**src/rtl/irqagg_pkg.sv**
```systemverilog
package irqagg_pkg;

    // Register-bus response state machine encoding.
    typedef enum logic {
        RB_IDLE = 1'b0,
        RB_RESP = 1'b1
    } irqagg_rb_state_e;

endpackage

```
**src/rtl/irqagg_sync.sv**
```systemverilog
module irqagg_sync #(
    parameter int WIDTH = 24
) (
    input  logic             clk,
    input  logic             rst,
    input  logic [WIDTH-1:0] async_in,
    output logic [WIDTH-1:0] sync_out
);

    logic [WIDTH-1:0] stage1_q;
    logic [WIDTH-1:0] stage2_q;

    always_ff @(posedge clk) begin
        if (rst) begin
            stage1_q <= '0;
            stage2_q <= '0;
        end else begin
            stage1_q <= async_in;
            stage2_q <= stage1_q;
        end
    end

    assign sync_out = stage2_q;

endmodule

```
**src/rtl/irqagg_bank.sv**
```systemverilog
module irqagg_bank #(
    parameter int BANK_W    = 8,
    parameter int BASE_IDX  = 0,
    parameter int LEVEL_IDX = 4
) (
    input  logic              clk,
    input  logic              rst,
    input  logic [BANK_W-1:0] line_sync,
    input  logic              mask_we,
    input  logic [BANK_W-1:0] wdata,
    input  logic              stat_rd,
    output logic [BANK_W-1:0] status,
    output logic [BANK_W-1:0] mask
);

    logic [BANK_W-1:0] mask_q;

    // Mask register: plain storage, reads back what was written.
    always_ff @(posedge clk) begin
        if (rst) begin
            mask_q <= '0;
        end else if (mask_we) begin
            mask_q <= wdata;
        end
    end

    assign mask = mask_q;

    for (genvar i = 0; i < BANK_W; i++) begin : g_bit
        if (BASE_IDX + i == LEVEL_IDX) begin : g_level
            // Level-sensitive line: status is the live synchronized input.
            assign status[i] = line_sync[i];
        end else begin : g_edge
            logic prev_q;
            logic latch_q;
            logic edge_hit;

            assign edge_hit = line_sync[i] & ~prev_q & mask_q[i];

            always_ff @(posedge clk) begin
                if (rst) begin
                    prev_q  <= 1'b0;
                    latch_q <= 1'b0;
                end else begin
                    prev_q <= line_sync[i];
                    if (edge_hit) begin
                        latch_q <= 1'b1;      // new event wins over a clear
                    end else if (stat_rd) begin
                        latch_q <= 1'b0;
                    end
                end
            end

            assign status[i] = latch_q;
        end
    end

endmodule

```
**src/rtl/irqagg_regbus.sv**
```systemverilog
module irqagg_regbus
    import irqagg_pkg::*;
#(
    parameter int NUM_BANKS = 3,
    parameter int BANK_W    = 8,
    parameter int ADDR_W    = 3
) (
    input  logic                        clk,
    input  logic                        rst,
    input  logic                        bus_valid,
    input  logic                        bus_we,
    input  logic [ADDR_W-1:0]           bus_addr,
    input  logic [NUM_BANKS*BANK_W-1:0] status_flat,
    input  logic [NUM_BANKS*BANK_W-1:0] mask_flat,
    output logic [NUM_BANKS-1:0]        mask_wr,
    output logic [NUM_BANKS-1:0]        stat_rd,
    output logic [BANK_W-1:0]           bus_rdata,
    output logic                        bus_rvalid
);

    localparam int SEL_W = ADDR_W - 1;

    logic [SEL_W-1:0]   bank_sel;
    logic               is_mask;
    logic               rd_req;
    logic [BANK_W-1:0]  rd_mux;
    logic [BANK_W-1:0]  rdata_q;
    irqagg_rb_state_e   state_q;
    irqagg_rb_state_e   state_d;

    assign bank_sel = bus_addr[ADDR_W-1:1];
    assign is_mask  = bus_addr[0];
    assign rd_req   = bus_valid & ~bus_we;

    for (genvar b = 0; b < NUM_BANKS; b++) begin : g_dec
        assign mask_wr[b] = bus_valid & bus_we & is_mask & (bank_sel == SEL_W'(b));
        assign stat_rd[b] = rd_req & ~is_mask & (bank_sel == SEL_W'(b));
    end

    always_comb begin
        rd_mux = '0;
        for (int b = 0; b < NUM_BANKS; b++) begin
            if (bank_sel == SEL_W'(b)) begin
                rd_mux = is_mask ? mask_flat[b*BANK_W +: BANK_W]
                                 : status_flat[b*BANK_W +: BANK_W];
            end
        end
    end

    // State register.
    always_ff @(posedge clk) begin
        if (rst) begin
            state_q <= RB_IDLE;
        end else begin
            state_q <= state_d;
        end
    end

    // Next-state logic.
    always_comb begin
        unique case (state_q)
            RB_IDLE: state_d = rd_req ? RB_RESP : RB_IDLE;
            RB_RESP: state_d = rd_req ? RB_RESP : RB_IDLE;
            default: state_d = RB_IDLE;
        endcase
    end

    // Output process: capture read data on the strobe edge.
    always_ff @(posedge clk) begin
        if (rst) begin
            rdata_q <= '0;
        end else if (rd_req) begin
            rdata_q <= rd_mux;
        end
    end

    assign bus_rdata  = rdata_q;
    assign bus_rvalid = (state_q == RB_RESP);

endmodule

```
**src/rtl/irqagg_top.sv**
```systemverilog
module irqagg_top #(
    parameter int NUM_BANKS = 3,
    parameter int BANK_W    = 8,
    parameter int LEVEL_IDX = 4
) (
    input  logic        clk,
    input  logic        rst,
    input  logic        bus_valid,
    input  logic        bus_we,
    input  logic [2:0]  bus_addr,
    input  logic [7:0]  bus_wdata,
    output logic [7:0]  bus_rdata,
    output logic        bus_rvalid,
    input  logic [23:0] irq_req,
    output logic        cascade_irq
);

    localparam int NUM_LINES = NUM_BANKS * BANK_W;
    localparam int ADDR_W    = $clog2(2 * NUM_BANKS);

    logic [NUM_LINES-1:0] line_sync;
    logic [NUM_LINES-1:0] status_flat;
    logic [NUM_LINES-1:0] mask_flat;
    logic [NUM_BANKS-1:0] mask_wr;
    logic [NUM_BANKS-1:0] stat_rd;

    irqagg_sync #(
        .WIDTH(NUM_LINES)
    ) u_sync (
        .clk     (clk),
        .rst     (rst),
        .async_in(irq_req),
        .sync_out(line_sync)
    );

    for (genvar b = 0; b < NUM_BANKS; b++) begin : g_bank
        irqagg_bank #(
            .BANK_W   (BANK_W),
            .BASE_IDX (b * BANK_W),
            .LEVEL_IDX(LEVEL_IDX)
        ) u_bank (
            .clk      (clk),
            .rst      (rst),
            .line_sync(line_sync[b*BANK_W +: BANK_W]),
            .mask_we  (mask_wr[b]),
            .wdata    (bus_wdata),
            .stat_rd  (stat_rd[b]),
            .status   (status_flat[b*BANK_W +: BANK_W]),
            .mask     (mask_flat[b*BANK_W +: BANK_W])
        );
    end

    irqagg_regbus #(
        .NUM_BANKS(NUM_BANKS),
        .BANK_W   (BANK_W),
        .ADDR_W   (ADDR_W)
    ) u_regbus (
        .clk        (clk),
        .rst        (rst),
        .bus_valid  (bus_valid),
        .bus_we     (bus_we),
        .bus_addr   (bus_addr),
        .status_flat(status_flat),
        .mask_flat  (mask_flat),
        .mask_wr    (mask_wr),
        .stat_rd    (stat_rd),
        .bus_rdata  (bus_rdata),
        .bus_rvalid (bus_rvalid)
    );

    assign cascade_irq = |(status_flat & mask_flat);

endmodule

```
**config.mk**
```make
export PLATFORM = sky130hd
export DESIGN_NAME = irqagg_top
export DESIGN_NICKNAME = d
export VERILOG_FILES = /design/src/rtl/irqagg_pkg.sv /design/src/rtl/irqagg_sync.sv /design/src/rtl/irqagg_bank.sv /design/src/rtl/irqagg_regbus.sv /design/src/rtl/irqagg_top.sv
export SDC_FILE = /design/constraint.sdc
export NUM_CORES = 1
export LEC_CHECK = 0
export BUFFER_PORTS_ARGS = -buffer_cell sky130_fd_sc_hd__buf_2
export CELL_PAD_IN_SITES_DETAIL_PLACEMENT = 1
export CELL_PAD_IN_SITES_GLOBAL_PLACEMENT = 1
export CORE_MARGIN = 2
export CORE_UTILIZATION = 35
export CTS_CLUSTER_DIAMETER = 150
export DETAILED_ROUTE_END_ITERATION = 12
export GPL_TIMING_DRIVEN = 0
export HOLD_SLACK_MARGIN = 0.05
export MAX_ROUTING_LAYER = met4
export PLACE_DENSITY_LB_ADDON = 0.1
export SLEW_MARGIN = 30
export SYNTH_ARGS = -nofsm -noshare
export SYNTH_HDL_FRONTEND = slang
export SYNTH_SLANG_ARGS = --single-unit
```
**constraint.sdc**
```tcl
create_clock -name clk -period 1 [get_ports clk]
set_input_delay 0.1 -clock clk [delete_from_list [all_inputs] [get_ports clk]]
set_output_delay 0.1 -clock clk [all_outputs]
set_load 0.03 [all_outputs]
```
# After elaboration in Yosys (flattened, before gate mapping)
# Index checks and enable logic that the tools add are counted.
dict set report totals {
  elab_cells 195
  output_inout_bits 10
  register_bits 127
  inputBits 39
}
dict set report classes {
  n_reduce_logical 25
  eq_ne 2
  bitwise 82
  n_mux 33
}
# cell n
set op_table {}
lappend op_table {{AND 1 bit} 56}
lappend op_table {{2-to-1 mux 8 bit} 6}
lappend op_table {{nonzero test 2 bit} 23}
lappend op_table {{2-to-1 mux 1 bit} 27}
lappend op_table {{NOT 1 bit} 25}
lappend op_table {{AND 24 bit} 1}
lappend op_table {{OR reduction 24 bit} 1}
lappend op_table {{== test 2 x 1 -> 1 bit (second input constant)} 1}
lappend op_table {{== test 2 bit (second input constant)} 1}
lappend op_table {{logical NOT 2 bit} 1}

# Depth between registers and ports, before layout
dict set report depth {
  ltp_word 6
  mapped_depth 5
  ltp_nobuf 3
}

# Cells and area by module
# From an unflattened synthesis, not the netlist that was laid out.
dict set report hier_totals {
  cells_unflattened 439
  area_unflattened_um2 4929.7
}
# mod n_inst seq_area_each_um2 cells_each area_per_inst_um2
set by_module_without_submodules {}
lappend by_module_without_submodules {{irqagg_bank (g_bank[1].u_bank ...)} 2 480.5 83 944.7}
lappend by_module_without_submodules {irqagg_sync 1 960.9 101 1305.0}
lappend by_module_without_submodules {irqagg_regbus 1 180.2 79 808.3}
lappend by_module_without_submodules {{irqagg_bank (g_bank[0].u_bank)} 1 440.4 77 807.0}
lappend by_module_without_submodules {irqagg_top 1 0.0 16 120.1}

# Worst setup path after synthesis
# Ideal clock, no wire load.
dict set report synth_path {
  path_kind {register to output}
  startpoint {register g_bank[2].u_bank.mask_q[0]}
  endpoint {output port cascade_irq}
  arrival_time_ps 1081
  path_slack_ps -181
  path_stages_with_launch 4
  t_required_ps 900
  path_buffers 0
  cell_sequence {dfxtp_1 a22oi_1 nand4_1 or3_1}
}
dict set report synth_via {
  elab_chain_cells 2
}
# element line
set synth_rtl {}
lappend synth_rtl {{start, declared} irqagg_bank.sv:16} ;# logic [BANK_W-1:0] mask_q;
lappend synth_rtl {{start signal, assigned} irqagg_bank.sv:23} ;# mask_q <= wdata;
lappend synth_rtl {{AND 24 bit} irqagg_top.sv:71} ;# assign cascade_irq = |(status_flat & mask_flat);
lappend synth_rtl {{OR reduction 24 bit} irqagg_top.sv:71}
lappend synth_rtl {{end, declared} irqagg_top.sv:15} ;# output logic cascade_irq
# Every way passes these cells.

# Worst setup path after layout
dict set report layout_path {
  startpoint {register g_bank[2].u_bank.mask_q[6]}
  endpoint {output port cascade_irq}
}
# Same word-level chain as after synthesis.

==> metrics.md <==
| Metric | Value |
|---|---|
| Mapped cell area | `4590 sq um` |
| Compound-Gate Fraction of Synth Area | `16.4%` |
| Drt pass-1 iters | `4` |
| Grt total ovfl | `0` |
| Hold_ws | `193 ps` |
| # fillers | `1419` |
| CP required | `900 ps` |
| Area Overhead vs Synth | `38.0%` |
| GRT Total Usage | `21.3%` |
| Critical Path Start Type | `flip-flop` |
| Non-Filler Instances | `745` |
| # IOs | `49` |
| Worst-path maximum fanout | `4` |
| Reg-to-reg critical path startpoint | `g_bank[0].u_bank.mask[5]` |
| Seq cells post-synth | `127` |
| Worst Setup SP | `g_bank[2].u_bank.mask[6]` |
| Clk root buf | `clkbuf_16` |
| LEAKAGE | `2.37 nW` |
| DRT iter0 DRCs | `175` |
| Largest family of logic cells by synthesized area | `simple AND/OR/NAND/NOR gates` |
| Rows | `41` |
| Vias in the first global route | `3884` |
| Post-layout util | `49.8%` |
| Vias per cell | `5.08` |
| Min Tclk post-route | `1740 ps` |
| Pre-CTS setup slack | `-470 ps` |
| Data arrival time of the critical path | `1640 ps` |
| Commonest non-fill, non-tap cell in the layout | `dfxtp_1` |
| Max Slew Vio Count | `0` |
| Total Wirelength | `13900 um` |
| R2R cell count | `3` |
| Final layout net count | `603` |
| Worst hold-check path type | `in2reg` |
| TritonCTS clock tree | `done` |
| Maximum clock path buffer count | `2` |
| Worst skew pair latency | `420 ps` |
| Syn Inst Count | `456` |
| Setup tns final | `-1140 ps` |
| Critical path type | `reg2out` |
| Initial Util | `36.1%` |
| Worst R2R Setup Slack | `-90 ps` |
| Adder-Cell Fraction of Synth Area | `0%` |
| Unique cell type count in the Yosys netlist | `31` |
| RSZ-0062 raised after global routing | `yes` |
| CP Capture Type | `output port` |
| Outcome | `complete, but fails checks` |
| Routed Antenna Nets | `0` |
| Clk sinks | `127` |
| Clock input transition at the sequential cells of the worst setup and hold paths | `50 ps` |
| Failing checks | `setup timing` |
| Yosys warns | `0` |
| Height of the chip | `119 um` |
| Initial antenna violation count | `0` |
| Final Cycle Share | `174%` |
| Vias | `3781` |
| Cell count after placement | `675` |
| CTS buffer count | `17` |
| Most frequent cells in the layout | `dfxtp_1 (82), nor2b_1 (73), a21oi_1 (47)` |
| # DRC | `0` |
| Setup crit end | `cascade_irq` |
| Synth Area in XOR/XNOR | `0%` |
| First-pass GRT wire length | `21800 um` |
| Core Region | `12700 sq um` |
| Antenna diodes | `0` |
| Final setup vio count | `9` |
| Worst slew margin | `58.0%` |
| Hold Violations, Final | `0` |
| Post-synthesis sequential area ratio | `55.4%` |
| Final WS setup | `-738 ps` |
| Maximum clock rate | `575 MHz` |
| Post-Synth Simple-Gate Area | `19.4%` |
| Multiplexer area fraction after synthesis | `4.69%` |
| Clock Skew | `5.59 ps` |
| Share of layout cells above drive strength 1 | `32.3%` |
| Buffers on Ports | `47` |
| H-tree levels | `4` |
| Maximum VDD drop | `1.12 mV` |
| Post-DP HPWL | `9920 um` |
| Worst-Margin Slew | `630 ps` |
| Largest net degree at the start of global routing | `17` |
| Die X | `119 um` |
| Power Density | `1920 nW/um^2` |
| Number of max-cap violations | `0` |
| Syn_nets | `495` |
| Wirelength per Cell | `18.7 um` |
| FF-to-FF End | `u_regbus.bus_rdata[5]` |
| Full die area | `14000 sq um` |
| Final Wtd Congestion | `0.851` |
| Syn avg cell area | `10.1 sq um` |
[where the power goes]
| part | internal [mW] | switching [mW] | total [mW] | leakage, nW |
|---|---|---|---|---|
| Clock | 3.94 | 2.15 | 6.09 | 0.283 |
| Combinational | 0.373 | 0.422 | 0.795 | 1.02 |
| Sequential | 5.18 | 0.0722 | 5.26 | 1.06 |
[worst min-delay path by stage]
| stage | startpoint | end | cells past startpoint |
|---|---|---|---|
| 2_1_floorplan | irq_req[0] | u_sync.stage1_q[0] | 1 |
| 3_3_place_gp | irq_req[5] | u_sync.stage1_q[5] | 2 |
| 3_5_place_dp | irq_req[22] | u_sync.stage1_q[22] | 2 |
| 4_1_cts | bus_we | u_regbus.bus_rdata[0] | 5 |
| 5_1_grt | bus_we | u_regbus.bus_rdata[7] | 5 |
| 6_report | bus_we | u_regbus.bus_rdata[7] | 5 |
[state kept, by name, indices dropped and copies added, names as in the netlist]
register,flops
g_bank.u_bank.g_bit.g_edge.latch_q,23
g_bank.u_bank.g_bit.g_edge.prev_q,23
g_bank.u_bank.mask,24
u_regbus.bus_rdata,8
u_regbus.bus_rvalid,1
u_sync.stage1_q,24
u_sync.sync_out,24
[Yosys cell counts]
master | instances | area (sq um)
a311oi_1 | 5 | 43.8
o22a_1 | 4 | 35.0
a311oi_2 | 3 | 45.0
a21oi_1 | 47 | 235
buf_6 | 2 | 22.5
nor2b_2 | 1 | 8.76
nand4_1 | 3 | 18.8
nor2b_1 | 73 | 457
nand3_1 | 25 | 125
o21ai_1 | 3 | 15.0
or2_2 | 1 | 6.26
nand2b_1 | 2 | 12.5
o21ai_0 | 44 | 220
clkbuf_1 | 19 | 71.3
dfxtp_1 | 127 | 2540
buf_1 | 2 | 7.51
buf_12 | 1 | 20.0
inv_1 | 1 | 3.75
nor2_1 | 10 | 37.5
a22oi_1 | 12 | 90.1
a32oi_1 | 8 | 70.1
nand2_1 | 4 | 15.0
mux2i_1 | 8 | 80.1
or3_1 | 1 | 6.26
and3_1 | 1 | 6.26
or3b_1 | 1 | 8.76
buf_2 | 8 | 40.0
and2b_1 | 2 | 15.0
nand3b_1 | 23 | 173
buf_4 | 3 | 22.5
mux2_2 | 12 | 135
[routing by layer]
metal / track usage (%) / share of wire (%) / vias up
met5: - / 0 / -
met1: 26.4 / 46 / 1865
met3: 4.54 / 3.3 / 28
li1: - / - / 1817
met4: 8.63 / 2.7 / 0
met2: 33.9 / 48 / 71
[cell families after synthesis]
family	count (synthesis)
flops	127
mux	20
simple gates	147
buf+inv	36
compound gates	126
[final cells by class]
class / count / area (sq um) / share of cell area (%)
well taps: 172 / 215 / 3.40
repair buffers: 89 / 689 / 10.9
plain buffers: 35 / 206 / 3.26
multi-input cells: 293 / 2000 / 31.6
flip-flops and latches: 127 / 2640 / 41.6
inverters: 1 / 3.75 / 0.0593
clock buffers: 23 / 498 / 7.86
clock inverters: 5 / 81.3 / 1.28
[critical path, cell delays in order (launching register included)]
cell and delay (ps):
dfxtp_4 370, a22oi_2 180, nand4_1 110, or3_4 410, buf_6 150
[repair_timing]
item / in CTS / in global routing
pin swaps: 13 / 10
resized for setup: 87 / 23
buffers inserted: 2 / 8
endpoints found under the hold margin: 48 / 0
setup endpoints to repair: 18 / 25
hold buffers: 32 / 0
[per-stage QoR]
step	cell area, sq um	total power [mW]
after detailed placement	5070	6.03
after global placement	5070	6.01
after floorplan	4620	5.77
final	6330	12.1
after CTS	6220	12.2
after global routing	6330	12.6
Power figures use the tool's default switching activity.
